<file path="config.mk">
export PLATFORM = sky130hd
export DESIGN_NAME = clk_synth_ctl
export DESIGN_NICKNAME = d
export VERILOG_FILES = /design/src/rtl/synth_pkg.sv /design/src/rtl/fb_divider.sv /design/src/rtl/sys_div.sv /design/src/rtl/lock_timer.sv /design/src/rtl/clk_synth_ctl.sv
export SDC_FILE = /design/constraint.sdc
export NUM_CORES = 1
export LEC_CHECK = 0
export BUFFER_PORTS_ARGS = -buffer_cell sky130_fd_sc_hd__buf_4
export CORE_UTILIZATION = 28
export CTS_BUF_LIST = sky130_fd_sc_hd__clkbuf_8
export CTS_CLUSTER_DIAMETER = 50
export DETAILED_ROUTE_END_ITERATION = 6
export GPL_TIMING_DRIVEN = 0
export PLACE_DENSITY = 0.47
export SYNTH_ARGS = -nofsm -noshare
export SYNTH_HDL_FRONTEND = slang
export SYNTH_SLANG_ARGS = --single-unit
</file>
<file path="constraint.sdc">
create_clock -name clk -period 2.3 [get_ports clk]
set_input_delay 0.23 -clock clk [delete_from_list [all_inputs] [get_ports clk]]
set_output_delay 0.23 -clock clk [all_outputs]
set_load 0.01 [all_outputs]
</file>
<file path="src/rtl/synth_pkg.sv">
// Shared types and constants for the clock synthesizer divider control.
// Assumes a 16-bit control word with W at bit 15, X at bit 14, Y at 13:8.
package synth_pkg;
    localparam int Y_W    = 6;
    localparam int CTRL_W = 16;

    typedef struct packed {
        logic           w;   // prescaler tap select (inside the loop)
        logic           x;   // post-divider select (outside the loop)
        logic [Y_W-1:0] y;   // loop modulus minus one
    } synth_cfg_t;

    localparam synth_cfg_t CFG_RESET = '{w: 1'b0, x: 1'b0, y: {Y_W{1'b1}}};
endpackage

</file>
<file path="src/rtl/fb_divider.sv">
// Feedback divider: a prescaler whose length is PRE_BASE or 4*PRE_BASE,
// picked by W, feeding a modulo-2^YW down-counter that is loaded with Y.
// Emits a one-cycle pulse every PRE_BASE*4^W*(Y+1) cycles. W and Y are only
// sampled on the reload at the pulse, so no period is ever truncated.
// Assumes PRE_BASE >= 2.
module fb_divider #(
    parameter int PRE_BASE = 16,
    parameter int YW       = 6
) (
    input  logic          clk,
    input  logic          rst_n,
    input  logic          cfg_w,
    input  logic [YW-1:0] cfg_y,
    output logic          fb_pulse
);
    localparam int PW = $clog2(PRE_BASE * 4);
    localparam logic [PW-1:0] TAP_LO = PW'(PRE_BASE - 1);
    localparam logic [PW-1:0] TAP_HI = PW'(PRE_BASE * 4 - 1);

    logic [PW-1:0] pre_cnt;
    logic [YW-1:0] mod_cnt;
    logic          act_w;
    logic          pre_end;

    // Terminal count of the prescaler for the tap currently in use.
    always_comb pre_end = (pre_cnt == (act_w ? TAP_HI : TAP_LO));

    // The pulse fires when the prescaler and the modulus counter both end.
    always_comb fb_pulse = pre_end && (mod_cnt == '0);

    // Step the prescaler, and step or reload the modulus counter.
    always_ff @(posedge clk) begin
        if (!rst_n) begin
            pre_cnt <= '0;
            mod_cnt <= '1;
            act_w   <= 1'b0;
        end else if (pre_end) begin
            pre_cnt <= '0;
            if (mod_cnt == '0) begin
                mod_cnt <= cfg_y;
                act_w   <= cfg_w;
            end else begin
                mod_cnt <= mod_cnt - 1'b1;
            end
        end else begin
            pre_cnt <= pre_cnt + 1'b1;
        end
    end

    assert_fb_single_cycle_R2: assert property (@(posedge clk) disable iff (!rst_n)
        fb_pulse |=> !fb_pulse)
        else $error("feedback pulse longer than one cycle");
endmodule

</file>
<file path="src/rtl/sys_div.sv">
// System clock enable divider: one-cycle pulse every DIV_SLOW cycles
// (X=0) or every DIV_FAST cycles (X=1). X is sampled only at a pulse,
// so each gap equals the old or the new ratio.
// Assumes DIV_SLOW > DIV_FAST >= 2.
module sys_div #(
    parameter int DIV_SLOW = 4,
    parameter int DIV_FAST = 2
) (
    input  logic clk,
    input  logic rst_n,
    input  logic cfg_x,
    output logic sys_en
);
    localparam int CW = $clog2(DIV_SLOW);
    localparam logic [CW-1:0] END_SLOW = CW'(DIV_SLOW - 1);
    localparam logic [CW-1:0] END_FAST = CW'(DIV_FAST - 1);

    logic [CW-1:0] div_cnt;
    logic          act_x;

    // The enable fires at the end of the ratio currently in use.
    always_comb sys_en = (div_cnt == (act_x ? END_FAST : END_SLOW));

    // Count the phase, and take a new ratio only at the boundary.
    always_ff @(posedge clk) begin
        if (!rst_n) begin
            div_cnt <= '0;
            act_x   <= 1'b0;
        end else if (sys_en) begin
            div_cnt <= '0;
            act_x   <= cfg_x;
        end else begin
            div_cnt <= div_cnt + 1'b1;
        end
    end

    assert_sys_en_gap_R3: assert property (@(posedge clk) disable iff (!rst_n)
        sys_en |=> !sys_en)
        else $error("system enable asserted on consecutive cycles");
endmodule

</file>
<file path="src/rtl/lock_timer.sv">
// Lock model: clears the flag on a relock request and sets it again after
// LOCK_PULSES feedback pulses. Reset acts as a relock request.
// Assumes LOCK_PULSES >= 1. A relock request wins over a pulse in the same cycle.
module lock_timer #(
    parameter int LOCK_PULSES = 4
) (
    input  logic clk,
    input  logic rst_n,
    input  logic relock,
    input  logic fb_pulse,
    output logic locked
);
    localparam int CW = $clog2(LOCK_PULSES + 1);
    localparam logic [CW-1:0] LAST = CW'(LOCK_PULSES - 1);

    logic [CW-1:0] pulse_cnt;

    // Count feedback pulses while unlocked, and restart on a relock request.
    always_ff @(posedge clk) begin
        if (!rst_n) begin
            pulse_cnt <= '0;
            locked    <= 1'b0;
        end else if (relock) begin
            pulse_cnt <= '0;
            locked    <= 1'b0;
        end else if (!locked && fb_pulse) begin
            if (pulse_cnt == LAST) locked <= 1'b1;
            else                   pulse_cnt <= pulse_cnt + 1'b1;
        end
    end

    assert_relock_clears_R4: assert property (@(posedge clk) disable iff (!rst_n)
        relock |=> !locked)
        else $error("lock flag not cleared by relock");

    assert_lock_after_pulse_R5: assert property (@(posedge clk) disable iff (!rst_n)
        $rose(locked) |-> $past(fb_pulse))
        else $error("lock flag rose without a feedback pulse");
endmodule

</file>
<file path="src/rtl/clk_synth_ctl.sv">
// Top of the clock synthesizer divider control. Holds the control word,
// detects writes that touch the loop (W or Y) and drives the feedback
// divider, the system enable divider and the lock model. Clocked by the VCO.
// Assumes that software writes only W/X/Y combinations within the
// frequency limits. Bits 7:0 of a write are ignored.
module clk_synth_ctl #(
    parameter int PRE_BASE    = 16,
    parameter int LOCK_PULSES = 4
) (
    input  logic        clk,
    input  logic        rst_n,
    input  logic        wr_en,
    input  logic [15:0] wr_data,
    output logic [15:0] rd_data,
    output logic        fb_pulse,
    output logic        sys_en,
    output logic        locked
);
    import synth_pkg::*;

    synth_cfg_t cfg;
    synth_cfg_t wr_cfg;
    logic       relock;
    logic [7:0] wr_unused_bits;

    // Split the write word into its fields. The low byte is discarded.
    always_comb begin
        wr_cfg.w       = wr_data[15];
        wr_cfg.x       = wr_data[14];
        wr_cfg.y       = wr_data[13:8];
        wr_unused_bits = wr_data[7:0];
    end

    // A write starts a relock only if it changes a loop setting.
    always_comb relock = wr_en && ((wr_cfg.w != cfg.w) || (wr_cfg.y != cfg.y));

    // Control word storage.
    always_ff @(posedge clk) begin
        if (!rst_n)     cfg <= CFG_RESET;
        else if (wr_en) cfg <= wr_cfg;
    end

    // Readback with the lock flag at bit 3 and zeros elsewhere.
    always_comb rd_data = {cfg.w, cfg.x, cfg.y, 4'b0000, locked, 3'b000};

    fb_divider #(.PRE_BASE(PRE_BASE), .YW(Y_W)) u_fb (
        .clk(clk), .rst_n(rst_n), .cfg_w(cfg.w), .cfg_y(cfg.y), .fb_pulse(fb_pulse)
    );

    sys_div #(.DIV_SLOW(4), .DIV_FAST(2)) u_sys (
        .clk(clk), .rst_n(rst_n), .cfg_x(cfg.x), .sys_en(sys_en)
    );

    lock_timer #(.LOCK_PULSES(LOCK_PULSES)) u_lock (
        .clk(clk), .rst_n(rst_n), .relock(relock), .fb_pulse(fb_pulse), .locked(locked)
    );

    assert_x_only_keeps_lock_R6: assert property (@(posedge clk) disable iff (!rst_n)
        (wr_en && !relock && locked) |=> locked)
        else $error("write outside the loop dropped the lock");
endmodule

</file>
# Yosys cells after proc, flatten, opt, wreduce, memory -nomap -nowiden
# Cells that the tools add are included.
# Widths: inputs -> output; s select.
# word_totals
output_inout_bits	19
reg_bits	28
in_bits	19
# op_classes
eq_ne	5
bitwise_logic	2
add_sub_neg	4
n_reduce_logical	12
n_mux	3
# op_table
op	count
$mux 6	2
$add 6x1->6 const B	1
$eq 6x6->1	1
$logic_not 6->1	1
$ne 6x6->1	1
$reduce_and 2->1	3
$reduce_or 2->1	3
$sub 6x1->6 const B	1
$add 3x1->3 const B	1
$eq 3x2->1 const B	1
$logic_and 1x1->1	3
$add 2x1->2 const B	1
$eq 2x2->1	1
$mux 2	1
$not 1->1	2
$logic_not 1->1	1
$logic_or 1x1->1	1
$ne 1x1->1	1

# Logic depth before layout (Yosys ltp)
# Gate-level depths: netlist of the first run.
# depth
ltp_word	5
depth_mapped	7
mapped_depth_nobuf	7

# Cells and area by module
# Synthesis of the first run repeated with hierarchy kept, for this count alone.
# hier_totals
cells_unflattened	152
hier_area_um2	1430.1
# modules_own_cells
module	cells_each	n_inst	area_per_inst_um2	seq_area_each_um2
fb_divider	76	1	665.6	260.2
clk_synth_ctl	43	1	425.4	160.2
lock_timer	19	1	211.5	80.1
sys_div	14	1	127.6	60.1

# Worst setup path before layout of the first run
# Ideal clock, no wire load.
# synth_timing
path_kind	register to register
startpoint	register u_fb.mod_cnt[0]
endpoint	register u_lock.pulse_cnt[0]
stages_incl_launch_ff	7
arrival_time_ns	1.559
setup_time_ns	0.080
path_buffers	0
setup_slack_ns	0.661
period_less_slack_ns	1.639
path_cell_list	dfxtp_1 -> inv_1 -> ha_1 -> nor2b_1 -> o2111ai_4 -> or3_1 -> a211oi_2
# synth_via
elab_chain_cells	4
# synth_lines
element	line_no	text
start: declaration	fb_divider.sv:21	logic [YW-1:0] mod_cnt;
start signal: assignment	fb_divider.sv:40	mod_cnt <= cfg_y;
start signal: assignment	fb_divider.sv:43	mod_cnt <= mod_cnt - 1'b1;
$logic_not 6->1	fb_divider.sv:29	always_comb fb_pulse = pre_end && (mod_cnt == '0);
$logic_and 1x1->1	fb_divider.sv:29	
$logic_and 1x1->1	lock_timer.sv:26	end else if (!locked && fb_pulse) begin
$reduce_and 2->1 (no source line)	-	
end signal: assignment	lock_timer.sv:28	else pulse_cnt <= pulse_cnt + 1'b1;
end: declaration	lock_timer.sv:16	logic [CW-1:0] pulse_cnt;
# No other way between the ends.
# A chain may end at the register's enable or synchronous reset.

# Worst setup path after layout of the first run
# layout_timing
startpoint	register u_fb.mod_cnt[0]
endpoint	output port fb_pulse
# layout_via
elab_chain_cells	2
# layout_lines
element	line_no	text
$logic_not 6->1	fb_divider.sv:29	
$logic_and 1x1->1	fb_divider.sv:29	
end: declaration	clk_synth_ctl.sv:15	output logic fb_pulse,
# No other way between the ends.

==> flow_summary.toml, run 1 <==
[layout]
final_design_area_no_fill_um2 = 1790
area.sequential_um2 = 560.5
diodes = 0
fin_nets = 220
multiInputGateArea_um2 = 808.3
drive_gt1_share_pct = 22.56
fill_cells = 483
syn_to_final_growth_pct = 23.04

[cts]
worstSkewPairLatency_ns = 0.28
ctsLongestPathBuffers = 2
cts_sinks = 28
cts_buffers = 3
hold_buffers = 0
cts_tree = "done"
clk_pin_slew_ns = 0.11
post-cts-setup-buffers = 0
htree_levels = 1
root_buffer = "clkbuf_8"
cts_resized = 0

[synth]
synth_most_common_cell = "dfxtp_1"
synth_simple_gate_area_share_pct = 19.78
synthDominantCellAreaShare_pct = 38.52
netlist_area_um2 = 1455
ys_seq_elements = 28
synth.top_cells.by_count = "28 x dfxtp_1, 17 x nor2_1, 13 x nand2_1, 11 x a21oi_1, 10 x buf_4"
yosys.area_share.xor_xnor_pct = 7.223
avgSynthCellArea_um2 = 8.873
ys.flop_type = "dfxtp_1"
synth-compound-area-share_pct = 16.25
synth_edf_count = 0
yosysWarnings = 0
async_flop_share_pct = 0
synthAdderAreaFrac_pct = 4.299
synth_top_cells_by_area = "dfxtp_1 39%, mux2i_1 6.2%, buf_4 5.2%"
synth_top_cell_by_area = "dfxtp_1"
synth_cell_types = 38
synth_top_family_by_area = "simple AND/OR/NAND/NOR gates"
synthMuxAreaShare_pct = 6.191
syn_inst = 164
yosysSeqAreaShare_pct = 38.52

[pwr]
power_density_nw_per_um2 = 569.4
p_leak_nw = 0.7839
irDropWorstVdd_mv = 0.2380

[routing]
route.met2.wl_um = 1568
wl_met1_um = 1494
wl_per_cell_um = 12.11
dr_wl_met3_um = 87
ant_nets = 0
drc_errors = 0
drt_iter0_markers = 22
num_vias = 1191
drt_first_pass_iters = 4
via_per_inst = 4.546
drt_wl_total_um = 3172
top_layer = "met4"

[sta]
relSlewSlack_pct = 57.07
final_hold_viol_count = 0
tns_ns = 0
slew_violations = 0
fin_crit_sh_pct = 85.26
rsz0062_at_grt = "false"
tightestPinTransition_ns = 0.6440
finalSetupViolations = 0
fin_worst_skew_ns = 0.009483
max_freq_ghz = 0.5099
period_needed_ns = 1.961

[critical_path]
crit_fanout = 6
end_kind = "primary output"
critPathKind = "reg2out"
critical_path_required_ns = 2.07
arrival_ns = 1.73
startpoint_type = "flop"

[global_route]
first_global_vias = 1173
grt_max_degree = 17
antenna_found_initial = 0
grt_pass1_wl_um = 5319
grt_usage_pct = 12.52
overflow = 0

[floorplanning]
core_um2 = 4848
start_util_pct = 30.01
die_h_um = 74.09
die_area_um2 = 5489
ios = 38
rows = 25
die_x_um = 74.09

[placed_design]
port_buffers = 21
place_area_um2 = 1719
dp.final_hpwl_um = 2424
globalplace.congestion = 0.7855

[worst_hold_path]
hp-class = "in2reg"

[run_status]
status = "complete, no violations"

[flow_run]
drv_cap = 0
[metal layers]
layer | vias up | GRT usage, %
met5 | - | 0
met1 | 560 | 16.02
met4 | 0 | 3.846
li1 | 613 | -
met3 | 2 | 2.304
met2 | 16 | 21.31
[layout make-up]
| cell class | count | area share [%] |
|---|---|---|
| buffer | 13 | 4.822 |
| clock buffer | 3 | 2.306 |
| clock inverter | 1 | 1.677 |
| inverter | 6 | 1.258 |
| multi-input combinational | 123 | 45.14 |
| sequential | 28 | 31.31 |
| tap | 67 | 4.682 |
| timing repair buffer | 21 | 8.805 |
[sequential cells by signal (all words and copies together), names as in the netlist]
name	flops
u_fb.act_w	1
u_fb.pre_cnt	6
u_lock.locked	1
u_fb.mod_cnt	6
u_lock.pulse_cnt	3
rd_data	8
u_sys.div_cnt	2
u_sys.act_x	1
[metrics by stage]
step | worst slack [ns] | hold slack, ns | utilization [%] | instances | total power [W]
floorplan | 0.6613 | 0.3084 | - | 170 | 0.0005907
finish | 0.3390 | 0.1761 | 36.93 | 262 | 0.001020
detailed placement | 0.4632 | 0.4354 | 35.46 | 258 | 0.0006343
CTS | 0.3318 | 0.1729 | 36.93 | 262 | 0.001036
global placement | 0.5373 | 0.4269 | 35.46 | 258 | 0.0006313
global route | 0.2041 | 0.1742 | 36.93 | 262 | 0.001067
[logic make-up after synthesis]
kind of cell             Yosys count
adder cells (fa/ha/maj)            5
AND/OR/NAND/NOR                   57
flip-flops                        28
buffers and inverters             19
AO/OA/AOI/OAI                     33
XOR/XNOR                          12
other                              1
multiplexers                       9
[report_power, final]
| group | switching (W) | leakage [nW] | internal [W] | total, W |
|---|---|---|---|---|
| sequential | 0.0000163 | 0.229 | 0.000500 | 0.000517 |
| combinational | 0.0000493 | 0.519 | 0.0000565 | 0.000106 |
| clock | 0.000164 | 0.0357 | 0.000233 | 0.000397 |
[cell usage in the layout (no fill, tap or decap), types with 4 or more instances in the layout]
cell | synthesis | layout
xnor2_1 | 8 | 8
ha_1 | 5 | 5
nand2_1 | 13 | 13
and3_1 | 5 | 5
o21ai_1 | 6 | 6
or3_1 | 6 | 6
nand3_1 | 5 | 5
nor2_1 | 17 | 17
buf_4 | 10 | 31
xor2_1 | 4 | 4
inv_1 | 5 | 5
mux2i_1 | 9 | 9
conb_1 | 1 | 7
dfxtp_1 | 28 | 28
a21oi_1 | 11 | 11
[worst paths after layout]
check / from / end / slack, ns / cells past startpoint
worst min-delay path: wr_data[13] / rd_data[13] / 0.18 / 3
worst max register to register: u_fb.mod_cnt[0] / u_lock.pulse_cnt[0] / 0.44 / 6
worst max-delay path: u_fb.mod_cnt[0] / fb_pulse / 0.34 / 6
worst min register to register: u_fb.pre_cnt[0] / u_fb.pre_cnt[0] / 0.45 / 1
[worst max-delay path: stages (launching register included)]
cell and delay [ns]:
dfxtp_1 0.35, inv_1 0.09, ha_1 0.17, nor2b_1 0.35
o2111ai_4 0.22, inv_2 0.14, buf_4 0.13
Note: power is estimated with default switching activity, not from simulation.
==> inputs of run 2 (changes only) <==
PLACE_DENSITY = unset   (was 0.47)
PLACE_DENSITY_LB_ADDON = 0.12   (was unset)
==> run 2 against run 1 <==
Compared with the run above:
- flip-flop and latch count stayed put
- non-clock buffer count stayed put
- routed wire length is 5.1% lower
- critical path type unchanged
- fmax is 3.1% higher
- worst hold slack better by 0.0085 ns
- count of clock-buffer cells in the layout stayed put
- final area is 1.7% lower
- power is 14% lower
- critical path depth stayed put
- first-iteration DRC count is 130% higher
- clock skew is 0.0068 ns lower
==> flow_summary.toml, run 2 (same netlist as run 1, synthesis figures left out) <==
[run_status]
status = "complete, no violations"

[critical_path]
ff2ff_path_depth = 6
cp.buffers_inverters = 3
end_kind = "primary output"
startpoint_type = "flop"
r2r_setup_slack_ns = 0.49
slowest_delay_ns = 0.35
critPathSlowestCell = "dfxtp_1"
critPathKind = "reg2out"
critPathTopFamily = "buffers and inverters"
path_cells = "inv_1 > ha_1 > nor2b_1 > o2111ai_4 > inv_2 > buf_4"
r2r_end = "u_lock.pulse_cnt[0]"
crit_fanout = 6
critical_path_required_ns = 2.07
regToRegStartpoint = "u_fb.mod_cnt[0]"
arrival_ns = 1.67

[global_route]
grt_usage_pct = 11.38
grt_pass1_wl_um = 4802
first_global_vias = 1083
overflow = 0
antenna_found_initial = 0
grt_max_degree = 15

[sta]
rsz0062_at_grt = "false"
finalSetupViolations = 0
slew_violations = 0
final_hold_viol_count = 0
whs_ns = 0.1846
tns_ns = 0
tightestPinTransition_ns = 0.6149
fin_worst_skew_ns = 0.002716
max_freq_ghz = 0.5259
relSlewSlack_pct = 59.01
fin_crit_sh_pct = 82.68
period_needed_ns = 1.902

[floorplanning]
ios = 38
die_x_um = 74.09
core_um2 = 4848
rows = 25
start_util_pct = 30.01
die_area_um2 = 5489
die_h_um = 74.09

[cts]
cts_buffers = 3
hold_buffers = 0
clk_pin_slew_ns = 0.09
cts_resized = 0
cts_sinks = 28
htree_levels = 1
post-cts-setup-buffers = 0
worstSkewPairLatency_ns = 0.27
ctsLongestPathBuffers = 2
cts_tree = "done"
root_buffer = "clkbuf_8"

[routing]
num_vias = 1190
ant_nets = 0
via_per_inst = 4.559
drt_first_pass_iters = 4
drt_wl_total_um = 3010
wl_per_cell_um = 11.53
drt_iter0_markers = 51
drc_errors = 0

[worst_hold_path]
hp-class = "in2reg"
hold_end = "u_fb.mod_cnt[2]"
min_from = "rst_n"
min_path_cells = 2

[pwr]
power_density_nw_per_um2 = 499.6
irDropWorstVdd_mv = 0.1916
power.total_w = 0.0008795
p_leak_nw = 0.7698

[layout]
drive_gt1_share_pct = 22.16
layout_commonest_cell = "buf_4"
syn_to_final_growth_pct = 20.98
final_cell_mix = "31 x buf_4, 28 x dfxtp_1, 17 x nor2_1"
largest_reg_flops = 8
diodes = 0
fin_nets = 220

[placed_design]
dp.final_hpwl_um = 2322
globalplace.congestion = 0.8529
port_buffers = 21

[flow_run]
drv_cap = 0
run 2: cell count changes in the layout (fill, tap and decap cells not counted):
cell       delta
bufinv_16     -1
run 2: report_power, final:
part / total (W) / switching [W] / internal [W] / leakage [nW]
combinational: 0.000104 / 0.0000482 / 0.0000563 / 0.519
sequential: 0.000517 / 0.0000167 / 0.000500 / 0.229
clock: 0.000258 / 0.000141 / 0.000117 / 0.0216
total: 0.000879 / 0.000206 / 0.000674 / 0.770
run 2: worst max-delay path by stage:
stage	startpoint	to	slack, ns	cells past startpoint
2_1_floorplan	u_fb.mod_cnt[0]	u_lock.pulse_cnt[0]	0.66	6
3_3_place_gp	u_fb.mod_cnt[0]	u_lock.pulse_cnt[0]	0.52	6
3_5_place_dp	u_fb.mod_cnt[0]	u_lock.pulse_cnt[0]	0.50	6
4_1_cts	u_fb.mod_cnt[0]	fb_pulse	0.39	6
5_1_grt	u_fb.mod_cnt[0]	fb_pulse	0.27	6
6_report	u_fb.mod_cnt[0]	fb_pulse	0.40	6
run 2: through the flow:
step           util, %  setup WS (ns)  instances  instance area, um^2
3_3_place_gp     35.46         0.5238        258                 1719
4_1_cts          36.31         0.3855        261                 1760
5_1_grt          36.31         0.2715        261                 1760
3_5_place_dp     35.46         0.4996        258                 1719
2_1_floorplan        -         0.6613        170                 1478
6_report         36.31         0.3983        261                 1760
run 2: per-layer routing:
layer	vias up	wire length, um	track usage (%)
met1	557	1443	14.21
met2	21	1447	19.39
li1	610	-	-
met5	-	0	0
met4	0	22	4.487
met3	2	95	2.033
run 2: area by class of cell:
type / count / area (um^2)
inverter: 6 / 22.52
tap: 67 / 83.83
fill: 506 / 3088
clock buffer: 3 / 41.29
multi-input combinational: 123 / 808.3
buffer: 13 / 86.33
timing repair buffer: 21 / 157.7
sequential: 28 / 560.5
run 2: worst reg2reg max path: cells and delay by family, from the launching register on:
kind	cells	cell delay, ns
and+or+nand+nor	2	0.71
AOI/OAI and AO/OA	2	0.42
adders and majority gates	1	0.16
DFF	1	0.35
buffers and inverters	1	0.09
==> inputs of run 3 (changes only) <==
clock period = 1.8 ns   (was 2.3 ns; I/O delays follow)
==> run 3 against run 2 <==
Compared with the run above:
- global-route usage is essentially flat
- sequential power grew 28%
- critical path depth did not move
- count of clock-buffer cells in the layout unchanged
- final area grew 1.4%
- non-clock buffer count increased by 2
- clock skew rose by 0.0015 ns
- combinational power is 28% higher
- sequential share of layout area fell by 0.42 points
- via count up 1.3%
- worst setup slack got worse by 0.29 ns
- power rose by 28%
- critical endpoint unchanged
- highest routed layer unchanged
==> flow_summary.toml, run 3 (same netlist as run 1, synthesis figures left out) <==
[floorplanning]
die_x_um = 74.09
core_um2 = 4848
die_area_um2 = 5489
start_util_pct = 30.01
ios = 38
rows = 25
die_h_um = 74.09

[critical_path]
critical_path_required_ns = 1.62
end_kind = "primary output"
crit_fanout = 6
arrival_ns = 1.52
ff2ff_path_depth = 6
critPathKind = "reg2out"
startpoint_type = "flop"

[routing]
num_vias = 1206
drt_wl_total_um = 3032
wl_per_cell_um = 11.53
drc_errors = 0
drt_iter0_markers = 50
drt_first_pass_iters = 4
ant_nets = 0
via_per_inst = 4.586

[pwr]
p_leak_nw = 0.7801
irDropWorstVdd_mv = 0.2462
p_seq_share_pct = 58.7
power_density_nw_per_um2 = 630.6
intPower_w = 0.0008611
power.switching_w = 0.0002640
clkPwrFrac_pct = 29.4
power.share.switching_pct = 23.46
combPwrFrac_pct = 11.9

[placed_design]
port_buffers = 21
dp.final_hpwl_um = 2322
globalplace.congestion = 0.8529
place_area_um2 = 1719
dp_slack_ns = -0.0003808

[layout]
utilization_pct = 36.80
drive_gt1_share_pct = 23.98
fin_nets = 222
diodes = 0
final_design_area_no_fill_um2 = 1784
fill_cells = 506
layout_commonest_cell = "buf_4"
final_cell_mix = "33 x buf_4, 28 x dfxtp_1, 17 x nor2_1"
largest_reg_flops = 8
syn_to_final_growth_pct = 22.61

[sta]
tightestPinTransition_ns = 0.6168
tns_ns = 0
max_freq_ghz = 0.5895
fin_worst_skew_ns = 0.004202
final_hold_viol_count = 0
fin_crit_sh_pct = 94.23
period_needed_ns = 1.696
setup_ws_ns = 0.1038
finalSetupViolations = 0
whs_ns = 0.1331
slew_violations = 0
relSlewSlack_pct = 58.88

[cts]
ctsLongestPathBuffers = 2
clk_pin_slew_ns = 0.09
worstSkewPairLatency_ns = 0.27
cts_buffers = 3
cts_tree = "done"
htree_levels = 1
cts_sinks = 28
root_buffer = "clkbuf_8"

[global_route]
first_global_vias = 1085
overflow = 0
antenna_found_initial = 0
grt_usage_pct = 11.41
grt_pass1_wl_um = 4816
grt_max_degree = 15

[run_status]
status = "complete, no violations"

[flow_run]
drv_cap = 0

[worst_hold_path]
min_path_cells = 2
hp-class = "in2reg"
## run 3: cell types whose count changed in the layout (fill, tap and decap cells not counted), sizes merged
cell,delta
buf,+2
## run 3: critical path, cell delays in order (launching register included)
cell and delay [ns]:
dfxtp_1 0.35, inv_1 0.09, ha_1 0.18, nor2b_4 0.19
o2111ai_4 0.18, inv_2 0.13, buf_4 0.13
## run 3: repair_timing
item,in CTS,in global routing
setup endpoints to repair,2,3
pin swaps,0,0
hold buffers,0,0
gates resized for setup,1,2
buffers inserted,0,2
## run 3: cell type report
class / instances / area (um^2) / share of cell area [%]
inverters: 6 / 22.52 / 1.262
clock buffers: 3 / 41.29 / 2.314
repair buffers: 23 / 172.7 / 9.677
plain buffers: 13 / 86.33 / 4.839
well taps: 67 / 83.83 / 4.698
multi-input cells: 123 / 817.0 / 45.79
flip-flops and latches: 28 / 560.5 / 31.42
## run 3: final timing paths
check / startpoint / end / slack, ns
worst min-delay path: rst_n / u_fb.mod_cnt[2] / 0.13
worst max register to register: u_fb.mod_cnt[0] / u_lock.pulse_cnt[0] / 0.14
worst max-delay path: u_fb.mod_cnt[0] / fb_pulse / 0.10
worst min register to register: u_fb.pre_cnt[0] / u_fb.pre_cnt[0] / 0.45
## run 3: per-layer routing
layer | vias to the layer above | global-route usage (%) | routed length (um)
met3 | 2 | 2.033 | 109
li1 | 615 | - | -
met1 | 563 | 14.30 | 1437
met4 | 0 | 4.487 | 22
met2 | 26 | 19.39 | 1462
met5 | - | 0 | 0
## run 3: power groups by stage
stage	sequential (W)	clock, W	combinational (W)
final	0.000661	0.000331	0.000133
after global routing	0.000664	0.000374	0.000147
after CTS	0.000661	0.000352	0.000135
after detailed placement	0.000675	0	0.000135
after global placement	0.000674	0	0.000133
after floorplan	0.000673	0	0.0000816
## run 3: through the flow
step | total power [W] | instances
detailed placement | 0.0008103 | 258
floorplan | 0.0007548 | 170
global route | 0.001184 | 263
CTS | 0.001149 | 261
finish | 0.001125 | 263
global placement | 0.0008070 | 258
